File: src/rtl/iorr_pkg.sv
package iorr_pkg;

   localparam int REG_W  = 32;
   localparam int NODE_W = 3;
   localparam int LINK_W = 2;
   localparam int WIN_LO = 12;
   localparam int WIN_W  = 13;
   localparam int WIN_HI = WIN_LO + WIN_W - 1;

   localparam logic [LINK_W-1:0] LINK_RSVD = 2'b11;

   localparam logic [REG_W-1:0] BASE_MASK = 32'h01FF_F033;
   localparam logic [REG_W-1:0] LIM_MASK  = 32'h01FF_F037;

   typedef struct packed {
      logic             rd_en;
      logic             wr_en;
      logic             vga_en;
      logic             isa_en;
      logic [WIN_W-1:0] win;
   } base_t;

   typedef struct packed {
      logic [NODE_W-1:0] node;
      logic [LINK_W-1:0] link;
      logic [WIN_W-1:0]  win;
   } lim_t;

   function automatic logic [REG_W-1:0] pack_base(base_t b);
      logic [REG_W-1:0] r;
      r = '0;
      r[0] = b.rd_en;
      r[1] = b.wr_en;
      r[4] = b.vga_en;
      r[5] = b.isa_en;
      r[WIN_HI:WIN_LO] = b.win;
      return r;
   endfunction

   function automatic logic [REG_W-1:0] pack_lim(lim_t l);
      logic [REG_W-1:0] r;
      r = '0;
      r[NODE_W-1:0] = l.node;
      r[5:4] = l.link;
      r[WIN_HI:WIN_LO] = l.win;
      return r;
   endfunction

endpackage

File: src/rtl/iorr_cfg_regs.sv
module iorr_cfg_regs #(
   parameter int NUM_PAIRS = 4,
   parameter int IDX_W     = 2
)(
   input  logic                       clk,
   input  logic                       rst_n,
   input  logic                       wr_en,
   input  logic [IDX_W:0]             sel,
   input  logic [iorr_pkg::REG_W-1:0] wdata,
   output logic [iorr_pkg::REG_W-1:0] rdata,
   output iorr_pkg::base_t            base_q [NUM_PAIRS],
   output iorr_pkg::lim_t             lim_q  [NUM_PAIRS]
);
   import iorr_pkg::*;

   logic [IDX_W-1:0] pair_sel;
   logic             is_lim;
   logic             unused_wd;

   assign pair_sel  = sel[IDX_W:1];
   assign is_lim    = sel[0];
   assign unused_wd = ^{wdata[REG_W-1:WIN_HI+1], wdata[WIN_LO-1:6], wdata[3]};

   for (genvar p = 0; p < NUM_PAIRS; p++) begin : g_pair
      logic hit_sel;
      assign hit_sel = wr_en && (pair_sel == IDX_W'(p));

      always_ff @(posedge clk) begin
         if (!rst_n) begin
            base_q[p] <= '0;
            lim_q[p]  <= '0;
         end else if (hit_sel) begin
            if (is_lim) begin
               lim_q[p].node <= wdata[NODE_W-1:0];
               lim_q[p].win  <= wdata[WIN_HI:WIN_LO];
               if (wdata[5:4] != LINK_RSVD)
                  lim_q[p].link <= wdata[5:4];
            end else begin
               base_q[p].rd_en  <= wdata[0];
               base_q[p].wr_en  <= wdata[1];
               base_q[p].vga_en <= wdata[4];
               base_q[p].isa_en <= wdata[5];
               base_q[p].win    <= wdata[WIN_HI:WIN_LO];
            end
         end
      end


      link_code_chk: assert property (@(posedge clk) disable iff (!rst_n)
         lim_q[p].link != LINK_RSVD);


      link_hold_chk: assert property (@(posedge clk) disable iff (!rst_n)
         (hit_sel && is_lim && wdata[5:4] == LINK_RSVD) |=> $stable(lim_q[p].link));
   end

   always_comb begin
      rdata = '0;
      for (int p = 0; p < NUM_PAIRS; p++) begin
         if (pair_sel == IDX_W'(p))
            rdata = is_lim ? pack_lim(lim_q[p]) : pack_base(base_q[p]);
      end
   end


   rsvd_zero_chk: assert property (@(posedge clk) disable iff (!rst_n)
      (rdata & ~(is_lim ? LIM_MASK : BASE_MASK)) == '0);

endmodule

File: src/rtl/iorr_pair_match.sv
module iorr_pair_match #(
   parameter int ADDR_W = 25
)(
   input  logic                         clk,
   input  logic                         rst_n,
   input  iorr_pkg::base_t              cfg_base,
   input  logic [iorr_pkg::WIN_W-1:0]   cfg_lim,
   input  logic [ADDR_W-1:0]            req_addr,
   input  logic                         req_write,
   output logic                         hit
);
   import iorr_pkg::*;

   logic             low64k;
   logic             upper_ok;
   logic [9:0]       lo10;
   logic [WIN_W-1:0] win;
   logic             vga_win;
   logic             vga_hit;
   logic             isa_block;
   logic             range_hit;
   logic             access_ok;
   logic             unused_mid;

   assign lo10       = req_addr[9:0];
   assign win        = req_addr[WIN_HI:WIN_LO];
   assign low64k     = (req_addr[ADDR_W-1:16] == '0);
   assign unused_mid = ^req_addr[11:10];

   if (ADDR_W > WIN_HI + 1) begin : g_wide
      assign upper_ok = (req_addr[ADDR_W-1:WIN_HI+1] == '0);
   end else begin : g_exact
      assign upper_ok = 1'b1;
   end

   assign vga_win   = ((lo10 >= 10'h3B0) && (lo10 <= 10'h3BB)) ||
                      ((lo10 >= 10'h3C0) && (lo10 <= 10'h3DF));
   assign vga_hit   = cfg_base.vga_en && low64k && vga_win;
   assign isa_block = cfg_base.isa_en && low64k && (lo10[9:8] != 2'b00);
   assign range_hit = upper_ok && (win >= cfg_base.win) && (win <= cfg_lim);
   assign access_ok = req_write ? cfg_base.wr_en : cfg_base.rd_en;
   assign hit       = access_ok && (vga_hit || (range_hit && !isa_block));


   access_gate_chk: assert property (@(posedge clk) disable iff (!rst_n)
      (req_write ? !cfg_base.wr_en : !cfg_base.rd_en) |-> !hit);


   alias_block_chk: assert property (@(posedge clk) disable iff (!rst_n)
      (cfg_base.isa_en && low64k && lo10[9:8] != 2'b00 && !vga_hit) |-> !hit);

endmodule

File: src/rtl/iorr_pick.sv
module iorr_pick #(
   parameter int NUM_PAIRS = 4,
   parameter int IDX_W     = 2
)(
   input  logic                        clk,
   input  logic                        rst_n,
   input  logic [NUM_PAIRS-1:0]        hits,
   input  logic [iorr_pkg::NODE_W-1:0] node_i [NUM_PAIRS],
   input  logic [iorr_pkg::LINK_W-1:0] link_i [NUM_PAIRS],
   output logic                        any,
   output logic [IDX_W-1:0]            idx,
   output logic [iorr_pkg::NODE_W-1:0] node,
   output logic [iorr_pkg::LINK_W-1:0] link
);

   always_comb begin
      any  = 1'b0;
      idx  = '0;
      node = '0;
      link = '0;
      for (int p = NUM_PAIRS - 1; p >= 0; p--) begin
         if (hits[p]) begin
            any  = 1'b1;
            idx  = IDX_W'(p);
            node = node_i[p];
            link = link_i[p];
         end
      end
   end


   lowest_wins_chk: assert property (@(posedge clk) disable iff (!rst_n)
      any |-> (hits[idx] && ((hits & ((NUM_PAIRS'(1) << idx) - NUM_PAIRS'(1))) == '0)));

endmodule

File: src/rtl/io_space_router.sv
module io_space_router #(
   parameter int NUM_PAIRS = 4,
   parameter int ADDR_W    = 25,
   parameter bit REG_OUT   = 1'b1,
   localparam int IDX_W    = (NUM_PAIRS > 1) ? $clog2(NUM_PAIRS) : 1
)(
   input  logic                        clk,
   input  logic                        rst_n,
   input  logic                        cfg_we,
   input  logic [IDX_W:0]              cfg_addr,
   input  logic [iorr_pkg::REG_W-1:0]  cfg_wdata,
   output logic [iorr_pkg::REG_W-1:0]  cfg_rdata,
   input  logic                        req_valid,
   input  logic                        req_write,
   input  logic [ADDR_W-1:0]           req_addr,
   output logic                        rsp_valid,
   output logic                        rsp_hit,
   output logic                        rsp_miss,
   output logic [iorr_pkg::NODE_W-1:0] rsp_node,
   output logic [iorr_pkg::LINK_W-1:0] rsp_link,
   output logic [IDX_W-1:0]            rsp_pair
);
   import iorr_pkg::*;

   if (NUM_PAIRS < 1) begin : g_bad_pairs
      $error("NUM_PAIRS must be at least 1");
   end
   if (ADDR_W < WIN_HI + 1) begin : g_bad_addr
      $error("ADDR_W must cover the window field");
   end

   base_t             base_q [NUM_PAIRS];
   lim_t              lim_q  [NUM_PAIRS];
   logic [NODE_W-1:0] node_a [NUM_PAIRS];
   logic [LINK_W-1:0] link_a [NUM_PAIRS];
   logic [NUM_PAIRS-1:0] hits;

   logic              any_d;
   logic [IDX_W-1:0]  idx_d;
   logic [NODE_W-1:0] node_d;
   logic [LINK_W-1:0] link_d;

   iorr_cfg_regs #(.NUM_PAIRS(NUM_PAIRS), .IDX_W(IDX_W)) u_regs (
      .clk    (clk),
      .rst_n  (rst_n),
      .wr_en  (cfg_we),
      .sel    (cfg_addr),
      .wdata  (cfg_wdata),
      .rdata  (cfg_rdata),
      .base_q (base_q),
      .lim_q  (lim_q)
   );

   for (genvar p = 0; p < NUM_PAIRS; p++) begin : g_match
      assign node_a[p] = lim_q[p].node;
      assign link_a[p] = lim_q[p].link;

      iorr_pair_match #(.ADDR_W(ADDR_W)) u_match (
         .clk       (clk),
         .rst_n     (rst_n),
         .cfg_base  (base_q[p]),
         .cfg_lim   (lim_q[p].win),
         .req_addr  (req_addr),
         .req_write (req_write),
         .hit       (hits[p])
      );
   end

   iorr_pick #(.NUM_PAIRS(NUM_PAIRS), .IDX_W(IDX_W)) u_pick (
      .clk    (clk),
      .rst_n  (rst_n),
      .hits   (hits),
      .node_i (node_a),
      .link_i (link_a),
      .any    (any_d),
      .idx    (idx_d),
      .node   (node_d),
      .link   (link_d)
   );

   if (REG_OUT) begin : g_reg_out
      always_ff @(posedge clk) begin
         if (!rst_n || !req_valid) begin
            rsp_valid <= 1'b0;
            rsp_hit   <= 1'b0;
            rsp_miss  <= 1'b0;
            rsp_node  <= '0;
            rsp_link  <= '0;
            rsp_pair  <= '0;
         end else begin
            rsp_valid <= 1'b1;
            rsp_hit   <= any_d;
            rsp_miss  <= !any_d;
            rsp_node  <= node_d;
            rsp_link  <= link_d;
            rsp_pair  <= idx_d;
         end
      end


      rsp_follow_chk: assert property (@(posedge clk) disable iff (!rst_n)
         req_valid |=> rsp_valid);


      rsp_idle_chk: assert property (@(posedge clk) disable iff (!rst_n)
         !req_valid |=> !rsp_valid);
   end else begin : g_comb_out
      assign rsp_valid = req_valid;
      assign rsp_hit   = req_valid && any_d;
      assign rsp_miss  = req_valid && !any_d;
      assign rsp_node  = req_valid ? node_d : '0;
      assign rsp_link  = req_valid ? link_d : '0;
      assign rsp_pair  = req_valid ? idx_d  : '0;
   end


   miss_zero_chk: assert property (@(posedge clk) disable iff (!rst_n)
      rsp_miss |-> (!rsp_hit && rsp_node == '0 && rsp_link == '0 && rsp_pair == '0));

endmodule

File: config.mk
export PLATFORM = sky130hd
export DESIGN_NAME = io_space_router
export DESIGN_NICKNAME = d
export VERILOG_FILES = /design/src/rtl/iorr_pkg.sv /design/src/rtl/iorr_cfg_regs.sv /design/src/rtl/iorr_pair_match.sv /design/src/rtl/iorr_pick.sv /design/src/rtl/io_space_router.sv
export SDC_FILE = /design/constraint.sdc
export NUM_CORES = 1
export LEC_CHECK = 0
export BUFFER_PORTS_ARGS = -buffer_cell sky130_fd_sc_hd__buf_2
export CAP_MARGIN = 20
export CORE_ASPECT_RATIO = 1.5
export CORE_MARGIN = 8
export CORE_UTILIZATION = 60
export CTS_CLUSTER_DIAMETER = 50
export DETAILED_ROUTE_END_ITERATION = 6
export PLACE_DENSITY = 0.85
export SLEW_MARGIN = 20
export SYNTH_ARGS = -nofsm -noshare
export SYNTH_HDL_FRONTEND = slang
export SYNTH_HIERARCHICAL = 1
export SYNTH_SLANG_ARGS = --single-unit
File: constraint.sdc
create_clock -name clk -period 3.42 [get_ports clk]
set_clock_uncertainty 0.05 [all_clocks]
set_input_delay 0.171 -clock clk [delete_from_list [all_inputs] [get_ports clk]]
set_output_delay 0.171 -clock clk [all_outputs]
set_load 0.01 [all_outputs]
* Word level (Yosys, flattened, before mapping) *
Cells that the tools add are included.
W data, S select, Z words.

word-level totals
  bits in latches = 0
  word-level logic and storage cells = 148
  memory bits (writable) = 0
  register bits after elaboration = 150
  output and inout bits = 42
  ROM bits = 0
  memories = 0

operators by class
  add/subtract/negate cells = 0
  magnitude comparators = 12
  eq/ne operators = 4
  multipliers = 0
  divide/modulo/power cells = 0
  reductions and logical operators = 64
  muxes and demuxes = 28
  bitwise operators = 1
  shift-type cells = 0

operators with widths
  cell                    number
  $mux W32                4
  $mux W25                4
  $ge A13 B13 Y1          4
  $le A13 B13 Y1          4
  $logic_and A1 B1 Y1     34
  $ge A10 B10 Y1 const B  2
  $le A10 B10 Y1 const B  2
  $reduce_and A2 Y1       8
  $mux W2                 6
  $mux W3                 4
  $reduce_and A3 Y1       4
  $mux W1                 10
  $logic_not A9 Y1        1
  $logic_not A1 Y1        7
  $logic_or A1 B1 Y1      6
  $eq A2 B2 Y1 const B    2
  $reduce_or A3 Y1        1
  $eq A2 B1 Y1 const B    1
  $logic_not A2 Y1        1
  $ne A2 B2 Y1 const B    1
  $reduce_bool A2 Y1      1
  $reduce_or A2 Y1        1
  $not A1 Y1              1

* Depth between registers and ports, before layout *
Gate-level depths: netlist of run 1.

  depth after elaboration = 12
  depth in mapped cells = 11
  mapped depth without buffers = 11

* Cells and area by module *
Netlist of run 1, hierarchy kept.

by module, submodules not included
  module           area an instance (um^2)  cells an instance  times used
  iorr_cfg_regs    6,723.9                  749                1
  iorr_pair_match  747.0                    106                4
  io_space_router  266.5                    20                 1
  iorr_pick        148.9                    25                 1

* Worst setup path after synthesis of run 1 *
OpenSTA, ideal clock, no wires.

  path type = reg-to-reg
  start = reg, netlist name u_regs/lim_q[29]
  end = reg rsp_link[0] in the netlist's numbering
  setup time = 0.115 ns
  setup slack = 0.836 ns
  buffers on the path = 0
  arrival = 2.418 ns
  cell stages (with the launch flop) = 11
  cells stage by stage = dfxtp_1 > inv_1 > ha_1 > and4_1 > a221oi_1 > a22oi_1 > o31ai_1 > nor2b_4 > a22oi_1 > a21oi_1 > and3_1

on the way
  word-level cells in the longest chain between the ends = 8

RTL lines
  element               line                   source
  $le A13 B13 Y1        iorr_pair_match.sv:40  assign range_hit = upper_ok && (win >= cfg_base.win) && (win <= cfg_lim);
  $logic_and A1 B1 Y1   iorr_pair_match.sv:40
  $logic_and A1 B1 Y1   iorr_pair_match.sv:42  assign hit = access_ok && (vga_hit || (range_hit && !isa_block));
  $logic_or A1 B1 Y1    iorr_pair_match.sv:42
  $logic_and A1 B1 Y1   iorr_pair_match.sv:42
  via hits[2]           io_space_router.sv:36  logic [NUM_PAIRS-1:0] hits;
  $mux W2 (3 in a row)  iorr_pick.sv:22        if (hits[p]) begin
  via link_d[0]         io_space_router.sv:41  logic [LINK_W-1:0] link_d;
  end signal, assigned  io_space_router.sv:95  rsp_link <= link_d;
  end, declared         io_space_router.sv:20  output logic [iorr_pkg::LINK_W-1:0] rsp_link,

The timed path passes the listed nets, and every way through them passes these cells.
A chain may end at the register's enable or synchronous reset.

* Worst setup path in the final report of run 1 *
  start = reg, netlist name u_regs/lim_q[65]
  end = reg rsp_link[1] in the netlist's numbering

on the way
  word-level cells in the longest chain between the ends = 6

RTL lines
  element              line
  $le A13 B13 Y1       iorr_pair_match.sv:40
  $logic_and A1 B1 Y1  iorr_pair_match.sv:40
  $logic_and A1 B1 Y1  iorr_pair_match.sv:42
  $logic_or A1 B1 Y1   iorr_pair_match.sv:42
  $logic_and A1 B1 Y1  iorr_pair_match.sv:42
  via hits[0]          io_space_router.sv:36
  $mux W2              iorr_pick.sv:22
  via link_d[1]        io_space_router.sv:41

The timed path passes the listed nets, and every way through them passes these cells.

==> results of run 1 <==
layout make-up:
cell class | instances | area share, %
clock inverter | 15 | 1.66
clock buffer | 17 | 3.87
tap | 210 | 2.39
timing repair buffer | 92 | 4.64
antenna | 2 | 0.0455
inverter | 110 | 3.75
sequential | 150 | 27.3
multi-input combinational | 879 | 56.3
synth_stat cells (5+ instances only):
master    instances  share of area, %
nand2_1         311                12
dfxtp_1         150                30
a21boi_0        118               8.7
inv_1           109               4.0
ha_1            104                13
a21oi_1          56               2.8
buf_4            31               2.3
buf_2            29               1.4
clkbuf_1         22              0.82
mux2_2           20               2.2
mux4_2           19               4.2
nor3_1           17              0.84
o22ai_1          17               1.1
nor2_1           16              0.59
o21ai_0          16              0.79
nand4_1          13              0.80
a211oi_1         12              0.89
a21boi_2         10               1.1
nand3b_1         10              0.74
a21o_1            8              0.59
a22oi_1           8              0.59
and3_1            8              0.49
nand3_1           8              0.40
o21a_1            8              0.59
o21ai_1           8              0.40
o221a_2           8              0.89
buf_6             7              0.78
nand2b_1          6              0.37
nor2b_1           6              0.37
a31oi_1           5              0.31
and4_1            5              0.43
or4b_1            5              0.49
repair_timing:
| action | 4_1_cts | 5_1_grt |
|---|---|---|
| hold buffers | 1 | 0 |
| setup endpoints to repair | 0 | 0 |
| endpoints found under the hold margin | 4 | 0 |
metal layers:
metal  vias up  routed length (µm)  GRT usage (%)  part of all wire (%)
met5         -                   0              0                     0
met4         0                2600           23.1                   8.0
met3       179                2840           5.23                   8.8
met2       560               15500           50.7                    48
met1      4364               11400           33.2                    35
li1       4228                   -              -                     -
report_power, final:
| part | switching, mW | internal (mW) |
|---|---|---|
| registers | 0.0293 | 1.78 |
| logic | 0.392 | 0.234 |
| clock network | 0.846 | 1.11 |
tightest hold or removal path: stages:
cell and delay [ps]:
buf_2 150, nand2_1 70, a21boi_1 50
state kept, by name, indices dropped and copies added (netlist names):
| signal | cells |
|---|---|
| u_regs/lim_q | 72 |
| u_regs/base_q | 68 |
| rsp_node | 3 |
| rsp_link | 2 |
| rsp_pair | 2 |
| rsp_hit | 1 |
| rsp_miss | 1 |
| rsp_valid | 1 |
layout by cell type (no fill, tap or decap), types with 8 or more instances in the layout:
cell and n:
nor2_1 16, o21a_1 8, and3_1 8, o21ai_0 16, dfxtp_1 150, a21boi_2 10
o22ai_1 17, nand2_1 311, clkbuf_16 17, conb_1 14, o221a_2 8, a21boi_0 118
ha_1 104, inv_1 109, buf_4 18, nand3_1 8, o21ai_1 8, a211oi_1 12
mux4_2 19, a21o_1 8, a22oi_1 8, buf_2 73, nand4_1 13, nand3b_1 10
a21oi_1 56, nor3_1 17, mux2_2 20
metrics by stage:
step | setup WS (ps) | hold WS (ps)
2_1_floorplan | 836 | 256
3_3_place_gp | 531 | 406
3_5_place_dp | 475 | 419
4_1_cts | 447 | 5.19
6_report | 342 | 9.65
5_1_grt | 154 | 18.1
logic make-up after synthesis:
family	share of synthesized area [%]
simple gates	19.6
compound gates	19.7
buf+inv	9.65
flops	29.7
fa+ha+maj	12.8
mux	8.52
other cells	0.0370
path summary, 6_finish.rpt:
check	start	end	cells after the start
max	u_regs/lim_q[65]	rsp_link[1]	10
min	cfg_wdata[23]	u_regs/base_q[28]	3
max reg2reg	u_regs/lim_q[65]	rsp_link[1]	10
min reg2reg	u_regs/lim_q[37]	u_regs/lim_q[37]	2
==> key figures, run 1 <==
Timing
  • Final worst-path cycle share: 90.0%
  • RSZ-0062 raised after global routing: false
  • Final min period: 3080 ps
  • Relative slew slack: 31.1%
  • Final setup fails: 0
  • FMAX: 325 MHz
  • Worst-Margin Slew: 1030 ps
  • Setup TNS: 0 ps
  • Slew Limit Fails: 0
  • Final Hold Fails: 0

Worst setup path
  • WP data arrival: 3360 ps
  • CP Capture Type: flip-flop
  • Worst-path fanout max: 5
  • CP max stage delay: 530 ps
  • Crit path max-delay family: compound AO/OA/AOI/OAI gates
  • R2R Setup Slk: 340 ps
  • CP cell instances: inv_1 -> ha_1 -> and4_1 -> a221oi_1 -> a22oi_1 -> o31ai_1 -> inv_1 -> o22ai_1 -> a21oi_1 -> and3_1
  • Bufs and invs on worst path: 2
  • Slowest stage cell, crit path: o31ai_1
  • Worst path required time: 3700 ps
  • Setup CP Type: flip-flop to flip-flop
  • CP startpoint kind: flip-flop
  • Crit path top cell by count: inv_1

Hold path
  • HP Class: input port to flip-flop

Placement
  • Port Buffers: 74
  • Gpl congestion: 0.954
  • Hpwl dp: 22,100 µm
  • Placed cells: 1,440
  • Post-DP Area: 10,400 µm²

Logic synthesis
  • Seq cells post-synth: 150
  • Avg Inst Size Synth: 8.31 µm²
  • EDFF count, synth: 0
  • Share of the yosys chip area belonging to registers: 29.7%
  • Post-synthesis cell area: 10,100 µm²
  • Synthesis Warnings: 6
  • Cells after Synth: 1,218
  • Fraction of registers with async set/reset: 0%
  • Cell variety after synth: 54
  • Top_reg_cell synth: dfxtp_1

Detailed routing
  • Aggregate routed wire length: 32,300 µm
  • Average wire per standard cell: 21.9 µm
  • Routed vias: 9,331
  • Post-route ant nets: 0
  • # DRC: 2
  • DR vias/cell: 6.33
  • DRT Pass-1 Iters: 7
  • Iter 0 DRT Violations: 900

Cells and area
  • Register cell area after layout: 3000 µm²
  • Layout cells sized above 1: 15.6%
  • Filler Cell Count: 1,327
  • Layout area overhead: 8.60%
  • Design area: 11,000 µm²
  • Utilization after layout: 66.2%
  • Multi-input logic area: 6200 µm²
  • Finished Layout Cells: 1,475
  • NumNets Final: 1,419

Outcome
  • Status: finished with violations
  • Failing checks: design-rule violations

Power
  • Overall power: 4.40 mW
  • Pwr dens: 400 nW/µm²
  • Pleak: 4.17 nW
  • Maximum vdd drop: 284 µV

Floorplan
  • Core Rows: 58
  • Height of the die: 175 µm
  • Io pins: 107
  • Initial Util: 60.9%
  • Horiz. Die Dim: 122 µm
  • Core Region: 16,600 µm²
  • Full die area: 21,400 µm²

Run
  • Maximum capacitance violations: 0

Clocking
  • Worst skew pair latency: 430 ps
  • TritonCTS clock tree: yes
  • Root Buffer: clkbuf_16
  • Clk sinks: 150
  • Max clock buf depth: 2
  • Clk slew on worst S/H paths: 70 ps
  • Post-CTS Resized: 0
  • CTS H-tree lvls: 4
  • Setup Fix Bufs, Post-CTS: 0
  • Cts bufs inserted: 17

Global route
  • Antenna violations before repair: 2
  • Largest net degree at the start of global routing: 98
  • Vias in the first global route: 9,612
  • First-pass GRT wire length: 49,900 µm
  • Remaining Overflow, GRT: 0
  • Gr usage total: 30.3%
Note: power is estimated with default switching activity, not from simulation.
==> inputs of run 2 (changes only) <==
--- a/config.mk
+++ b/config.mk
@@ -5,6 +5,7 @@
 export SDC_FILE = /design/constraint.sdc
 export NUM_CORES = 1
 export LEC_CHECK = 0
+export ABC_CLOCK_PERIOD_IN_PS = 3420
 export BUFFER_PORTS_ARGS = -buffer_cell sky130_fd_sc_hd__buf_2
 export CAP_MARGIN = 20
 export CORE_ASPECT_RATIO = 1.5
@@ -12,7 +13,7 @@
 export CORE_UTILIZATION = 60
 export CTS_CLUSTER_DIAMETER = 50
 export DETAILED_ROUTE_END_ITERATION = 6
-export PLACE_DENSITY = 0.85
+export PLACE_DENSITY = 0.81
 export SLEW_MARGIN = 20
 export SYNTH_ARGS = -nofsm -noshare
 export SYNTH_HDL_FRONTEND = slang
==> run 2 against run 1 <==
Effect of this change:
- the run now ends clean
- critical endpoint is now rsp_node[2]
- combinational power shrank 2%
- global-route usage is 1.2 points lower
- maximum frequency rose by 5.1%
- critical path depth up 2
- critical path type unchanged
==> key figures, run 2 (synthesized netlist as in run 1, its figures left out) <==
Clocking
  • Max clock buf depth: 2 (unchanged)
  • Worst skew pair latency: 430 ps (about the same)
  • Root Buffer: clkbuf_16 (unchanged)
  • Post-CTS Resized: 0 (unchanged)
  • CTS H-tree lvls: 4 (unchanged)
  • TritonCTS clock tree: yes (unchanged)
  • Cts bufs inserted: 17 (unchanged)
  • Setup Fix Bufs, Post-CTS: 0 (unchanged)
  • Clk sinks: 150 (unchanged)
  • CTS Hold Buffers Added: 1 (unchanged)
  • Clk slew on worst S/H paths: 70 ps (about the same)

Timing
  • Slew Limit Fails: 0 (unchanged)
  • FMAX: 341 MHz (was 325 MHz)
  • Final Hold Fails: 0 (unchanged)
  • Final setup fails: 0 (unchanged)
  • Final worst-path cycle share: 85.7% (was 90.0%)
  • Worst-Margin Slew: 1120 ps (was 1030 ps)
  • Relative slew slack: 24.7% (was 31.1%)
  • Setup TNS: 0 ps (unchanged)
  • Final min period: 2930 ps (was 3080 ps)
  • RSZ-0062 raised after global routing: false (unchanged)

Detailed routing
  • # DRC: 0 (was 2)
  • DR vias/cell: 6.17 (was 6.33)
  • Iter 0 DRT Violations: 864 (was 900)
  • Average wire per standard cell: 21.0 µm (was 21.9 µm)
  • DRT Pass-1 Iters: 5 (was 7)
  • Routed vias: 9,122 (was 9,331)
  • Post-route ant nets: 0 (unchanged)
  • Aggregate routed wire length: 31,000 µm (was 32,300 µm)

Floorplan
  • Core Rows: 58 (unchanged)
  • Io pins: 107 (unchanged)
  • Initial Util: 60.9% (unchanged)
  • Full die area: 21,400 µm² (unchanged)
  • Horiz. Die Dim: 122 µm (unchanged)
  • Core Region: 16,600 µm² (unchanged)
  • Height of the die: 175 µm (unchanged)

Cells and area
  • Layout cells sized above 1: 15.8% (was 15.6%)
  • Filler Cell Count: 1,382 (was 1,327)
  • Max FFs per register: 72 (unchanged)
  • Largest regs: u_regs/lim_q: 72 flops, u_regs/base_q: 68 flops, rsp_node: 3 flops (unchanged)
  • Layout area overhead: 8.56% (was 8.60%)
  • Design area: 11,000 µm² (about the same)
  • Largest Register: u_regs/lim_q (unchanged)
  • NumNets Final: 1,422 (was 1,419)
  • Most frequent cells in the layout: nand2_1, dfxtp_1, a21boi_0, inv_1, ha_1 (unchanged)
  • Commonest non-fill, non-tap cell in the layout: nand2_1 (unchanged)

Worst setup path
  • CP startpoint kind: flip-flop (unchanged)
  • CP Capture Type: flip-flop (unchanged)
  • Worst-path fanout max: 5 (unchanged)
  • Setup CP Type: flip-flop to flip-flop (unchanged)
  • Worst path required time: 3700 ps (about the same)
  • WP data arrival: 3210 ps (was 3360 ps)

Power
  • Pwr dens: 390 nW/µm² (was 400 nW/µm²)
  • Pleak: 4.17 nW (about the same)
  • Maximum vdd drop: 257 µV (was 284 µV)

Hold path
  • HP Class: input port to flip-flop (unchanged)

Placement
  • Hpwl dp: 21,600 µm (was 22,100 µm)
  • Gpl congestion: 0.943 (was 0.954)
  • Port Buffers: 74 (unchanged)
  • Post-DP Area: 10,400 µm² (about the same)

Global route
  • Gr usage total: 29.0% (was 30.3%)
  • First-pass GRT wire length: 48,000 µm (was 49,900 µm)
  • Antenna violations before repair: 3 (was 2)
  • Largest net degree at the start of global routing: 53 (was 98)
  • Remaining Overflow, GRT: 0 (unchanged)
  • Vias in the first global route: 9,144 (was 9,612)

Run
  • Maximum capacitance violations: 0 (unchanged)

Outcome
  • Status: completed (was finished with violations)
run 2: changes by cell type in the layout (fill, tap and decap cells not counted):
cell       before  now
inv_6           6    7
inv_8           4    3
buf_4          18   21
clkinv_4        2    0
clkinv_8        0    3
clkinv_2        0    1
bufinv_16       2    0
run 2: critical path, cell delays in order, from the launching register on:
cell and delay (ps):
dfxtp_1 360, inv_1 50, ha_1 290, a21oi_1 170, o21ai_1 110, a221oi_1 480
a22oi_1 230, o31ai_1 340, buf_4 200, inv_1 100, o22ai_1 190, a21oi_1 60
and3_1 200
run 2: final timing paths:
check,from,to,slack [ps],cells past startpoint
hold / removal,cfg_wdata[18],u_regs/base_q[57],10,3
hold reg to reg,u_regs/lim_q[71],u_regs/lim_q[71],430,2
setup reg to reg,u_regs/lim_q[60],rsp_node[2],490,12
setup / recovery,u_regs/lim_q[60],rsp_node[2],490,12
run 2: metal layers:
metal  GRT usage [%]  part of all wire (%)
met5               0                     0
met4            22.5                   7.5
met3            4.56                   8.3
met2            48.3                    48
met1            32.2                    36
run 2: layout make-up:
type,count,area [µm²],area share (%)
clock inverter,15,156,1.42
multi-input combinational,879,6200,56.4
timing repair buffer,95,533,4.85
sequential,150,3000,27.3
antenna,2,5.00,0.0455
tap,210,263,2.39
clock buffer,17,425,3.87
inverter,110,413,3.76
run 2: per-stage QoR:
step / power, mW / setup WS [ps] / utilization (%) / instances / hold WS (ps)
2_1_floorplan: 2.26 / 836 / - / 1231 / 256
3_3_place_gp: 2.42 / 581 / 62.6 / 1443 / 411
3_5_place_dp: 2.45 / 481 / 62.6 / 1443 / 416
4_1_cts: 4.29 / 562 / 66.1 / 1476 / 2.62
5_1_grt: 4.43 / 379 / 66.2 / 1478 / 15.7
6_report: 4.28 / 490 / 66.2 / 1478 / 12.6
run 2: report_power, final:
group / switching (mW) / internal, mW
combinational: 0.383 / 0.232
sequential: 0.0290 / 1.78
clock: 0.882 / 0.977
total: 1.29 / 2.99
==> inputs of run 3 (changes only) <==
--- a/config.mk
+++ b/config.mk
@@ -14,6 +14,7 @@
 export CTS_CLUSTER_DIAMETER = 50
 export DETAILED_ROUTE_END_ITERATION = 6
 export PLACE_DENSITY = 0.81
+export REMOVE_ABC_BUFFERS = 1
 export SLEW_MARGIN = 20
 export SYNTH_ARGS = -nofsm -noshare
 export SYNTH_HDL_FRONTEND = slang
==> run 3 against run 2 <==
Effect of this change:
- maximum frequency fell by 2.1%
- global-route usage barely moved
- final area rose by 0.45%
- clock power barely moved
- core utilization rose by 0.30 points
==> key figures, run 3 (synthesized netlist as in run 1, its figures left out) <==
Worst setup path
  • CP cell instances: inv_1 -> ha_1 -> a21oi_1 -> o21ai_1 -> a221oi_1 -> a22oi_1 -> o31ai_1 -> inv_1 -> o22ai_1 -> a31oi_1 -> and3_1 (was inv_1 -> ha_1 -> a21oi_1 -> o21ai_1 -> a221oi_1 -> a22oi_1 -> o31ai_1 -> buf_4 -> inv_1 -> o22ai_1 -> a21oi_1 -> and3_1)
  • WP data arrival: 3270 ps (was 3210 ps)
  • Setup CP Type: flip-flop to flip-flop (unchanged)
  • CP startpoint kind: flip-flop (unchanged)
  • Worst-path fanout max: 5 (unchanged)
  • R2R Setup Slk: 430 ps (was 490 ps)
  • Slowest stage cell, crit path: o31ai_1 (was a221oi_1)
  • Crit path top cell by count: inv_1
  • CP max stage delay: 570 ps (was 480 ps)
  • CP Capture Type: flip-flop (unchanged)
  • Worst path required time: 3700 ps (about the same)

Detailed routing
  • Aggregate routed wire length: 30,700 µm (was 31,000 µm)
  • DRT Pass-1 Iters: 6 (was 5)
  • Routed vias: 9,141 (was 9,122)
  • Post-route ant nets: 0 (unchanged)
  • DR vias/cell: 6.16 (was 6.17)
  • Iter 0 DRT Violations: 891 (was 864)
  • Average wire per standard cell: 20.7 µm (was 21.0 µm)
  • # DRC: 0 (unchanged)

Floorplan
  • Height of the die: 175 µm (unchanged)
  • Core Region: 16,600 µm² (unchanged)
  • Horiz. Die Dim: 122 µm (unchanged)
  • Full die area: 21,400 µm² (unchanged)
  • Initial Util: 60.9% (unchanged)
  • Io pins: 107 (unchanged)
  • Core Rows: 58 (unchanged)

Cells and area
  • Largest Register: u_regs/lim_q (unchanged)
  • Utilization after layout: 66.5% (was 66.2%)
  • Multi-input logic area: 6200 µm² (unchanged)
  • Largest regs: u_regs/lim_q: 72 flops, u_regs/base_q: 68 flops, rsp_node: 3 flops (unchanged)
  • Filler Cell Count: 1,357 (was 1,382)
  • Layout cells sized above 1: 16.1% (was 15.8%)
  • Most frequent cells in the layout: nand2_1, dfxtp_1, a21boi_0, inv_1, ha_1 (unchanged)
  • Max FFs per register: 72 (unchanged)
  • Register cell area after layout: 3000 µm² (unchanged)
  • Ant diodes: 0 (was 2)
  • NumNets Final: 1,429 (was 1,422)
  • Layout area overhead: 9.06% (was 8.56%)
  • Commonest non-fill, non-tap cell in the layout: nand2_1 (unchanged)

Clocking
  • CTS Hold Buffers Added: 2 (was 1)
  • TritonCTS clock tree: yes (unchanged)
  • Max clock buf depth: 2 (unchanged)
  • Worst skew pair latency: 430 ps (about the same)
  • CTS H-tree lvls: 4 (unchanged)
  • Clk sinks: 150 (unchanged)
  • Setup Fix Bufs, Post-CTS: 0 (unchanged)
  • Clk slew on worst S/H paths: 70 ps (about the same)
  • Root Buffer: clkbuf_16 (unchanged)
  • Post-CTS Resized: 0 (unchanged)
  • Cts bufs inserted: 17 (unchanged)

Timing
  • Setup WS post-layout: 428 ps (was 490 ps)
  • Final setup fails: 0 (unchanged)
  • RSZ-0062 raised after global routing: false (unchanged)
  • Setup TNS: 0 ps (unchanged)
  • Slew Limit Fails: 0 (unchanged)
  • Final Hold Fails: 0 (unchanged)
  • Relative slew slack: 25.7% (was 24.7%)
  • Final worst-path cycle share: 87.5% (was 85.7%)
  • Final min period: 2990 ps (was 2930 ps)
  • FMAX: 334 MHz (was 341 MHz)
  • Worst-Margin Slew: 1110 ps (was 1120 ps)

Power
  • Clock group share of total power: 43.5% (was 43.4%)
  • Sw Pwr: 1.20 mW (was 1.29 mW)
  • Pleak: 4.19 nW (was 4.17 nW)
  • Gate power share: 14.3% (was 14.4%)
  • Internal power: 3.10 mW (was 2.99 mW)
  • Overall power: 4.30 mW (was 4.28 mW)
  • Switching Share: 27.9% (was 30.2%)
  • Pwr dens: 389 nW/µm² (was 390 nW/µm²)
  • Register share of total power: 42.2% (was 42.3%)
  • Maximum vdd drop: 337 µV (was 257 µV)

Placement
  • Port Buffers: 74 (unchanged)
  • Gpl congestion: 0.947 (was 0.943)
  • Hpwl dp: 21,600 µm (about the same)
  • Pre-CTS setup slack: 525 ps (was 481 ps)

Global route
  • Met3 usage: 5.40% (was 4.56%)
  • GR Util met2: 47.7% (was 48.3%)
  • GR Util met1: 32.5% (was 32.2%)
  • Vias in the first global route: 9,204 (was 9,144)
  • Most used routing layer: met2 (unchanged)
  • Remaining Overflow, GRT: 0 (unchanged)
  • Gr usage total: 29.0% (about the same)
  • Largest net degree at the start of global routing: 107 (was 53)
  • First-pass GRT wire length: 48,400 µm (was 48,000 µm)
  • Antenna violations before repair: 0 (was 3)

Outcome
  • Status: completed (unchanged)

Hold path
  • HP Class: input port to flip-flop (unchanged)

Run
  • Maximum capacitance violations: 0 (unchanged)
-- run 3: worst paths after layout --
| kind | from | endpoint | cells past startpoint |
|---|---|---|---|
| worst max-delay path | u_regs/lim_q[62] | rsp_node[1] | 11 |
| worst min-delay path | cfg_wdata[17] | u_regs/base_q[56] | 3 |
| worst min register to register | u_regs/base_q[28] | u_regs/base_q[28] | 2 |
| worst max register to register | u_regs/lim_q[62] | rsp_node[1] | 11 |
-- run 3: area by class of cell --
type / count / share of cell area, %
Multi-Input combinational cell: 879 / 56.1
Sequential cell: 150 / 27.2
Clock buffer: 18 / 3.89
Inverter: 110 / 3.74
Tap cell: 210 / 2.38
Clock inverter: 14 / 1.38
Timing Repair Buffer: 102 / 5.32
-- run 3: metrics by stage --
step / instances / instance area [µm²] / hold slack, ps
finish: 1483 / 11000 / 15.4
CTS: 1483 / 11000 / 3.97
global route: 1483 / 11000 / 15.3
floorplan: 1139 / 9610 / 248
global placement: 1449 / 10400 / 403
detailed placement: 1449 / 10400 / 415
-- run 3: power by group through the flow --
stage	registers (mW)	clock network, mW	logic (mW)
2_1_floorplan	1.84	0	0.320
3_3_place_gp	1.85	0	0.577
3_5_place_dp	1.85	0	0.596
4_1_cts	1.81	1.88	0.603
5_1_grt	1.82	1.95	0.675
6_report	1.81	1.87	0.617
-- run 3: metal layers --
layer / vias up / part of all wire [%]
met5: - / 0
met4: 0 / 7.6
met3: 149 / 7.8
met2: 471 / 47
met1: 4280 / 38
li1: 4241 / -
-- run 3: worst max-delay path, delay by kind of cell, from the launching register on --
family / cells / cell delay (ps)
flops: 1 / 350
buf+inv: 2 / 330
fa+ha+maj: 1 / 290
compound gates: 7 / 1680
simple gates: 1 / 200
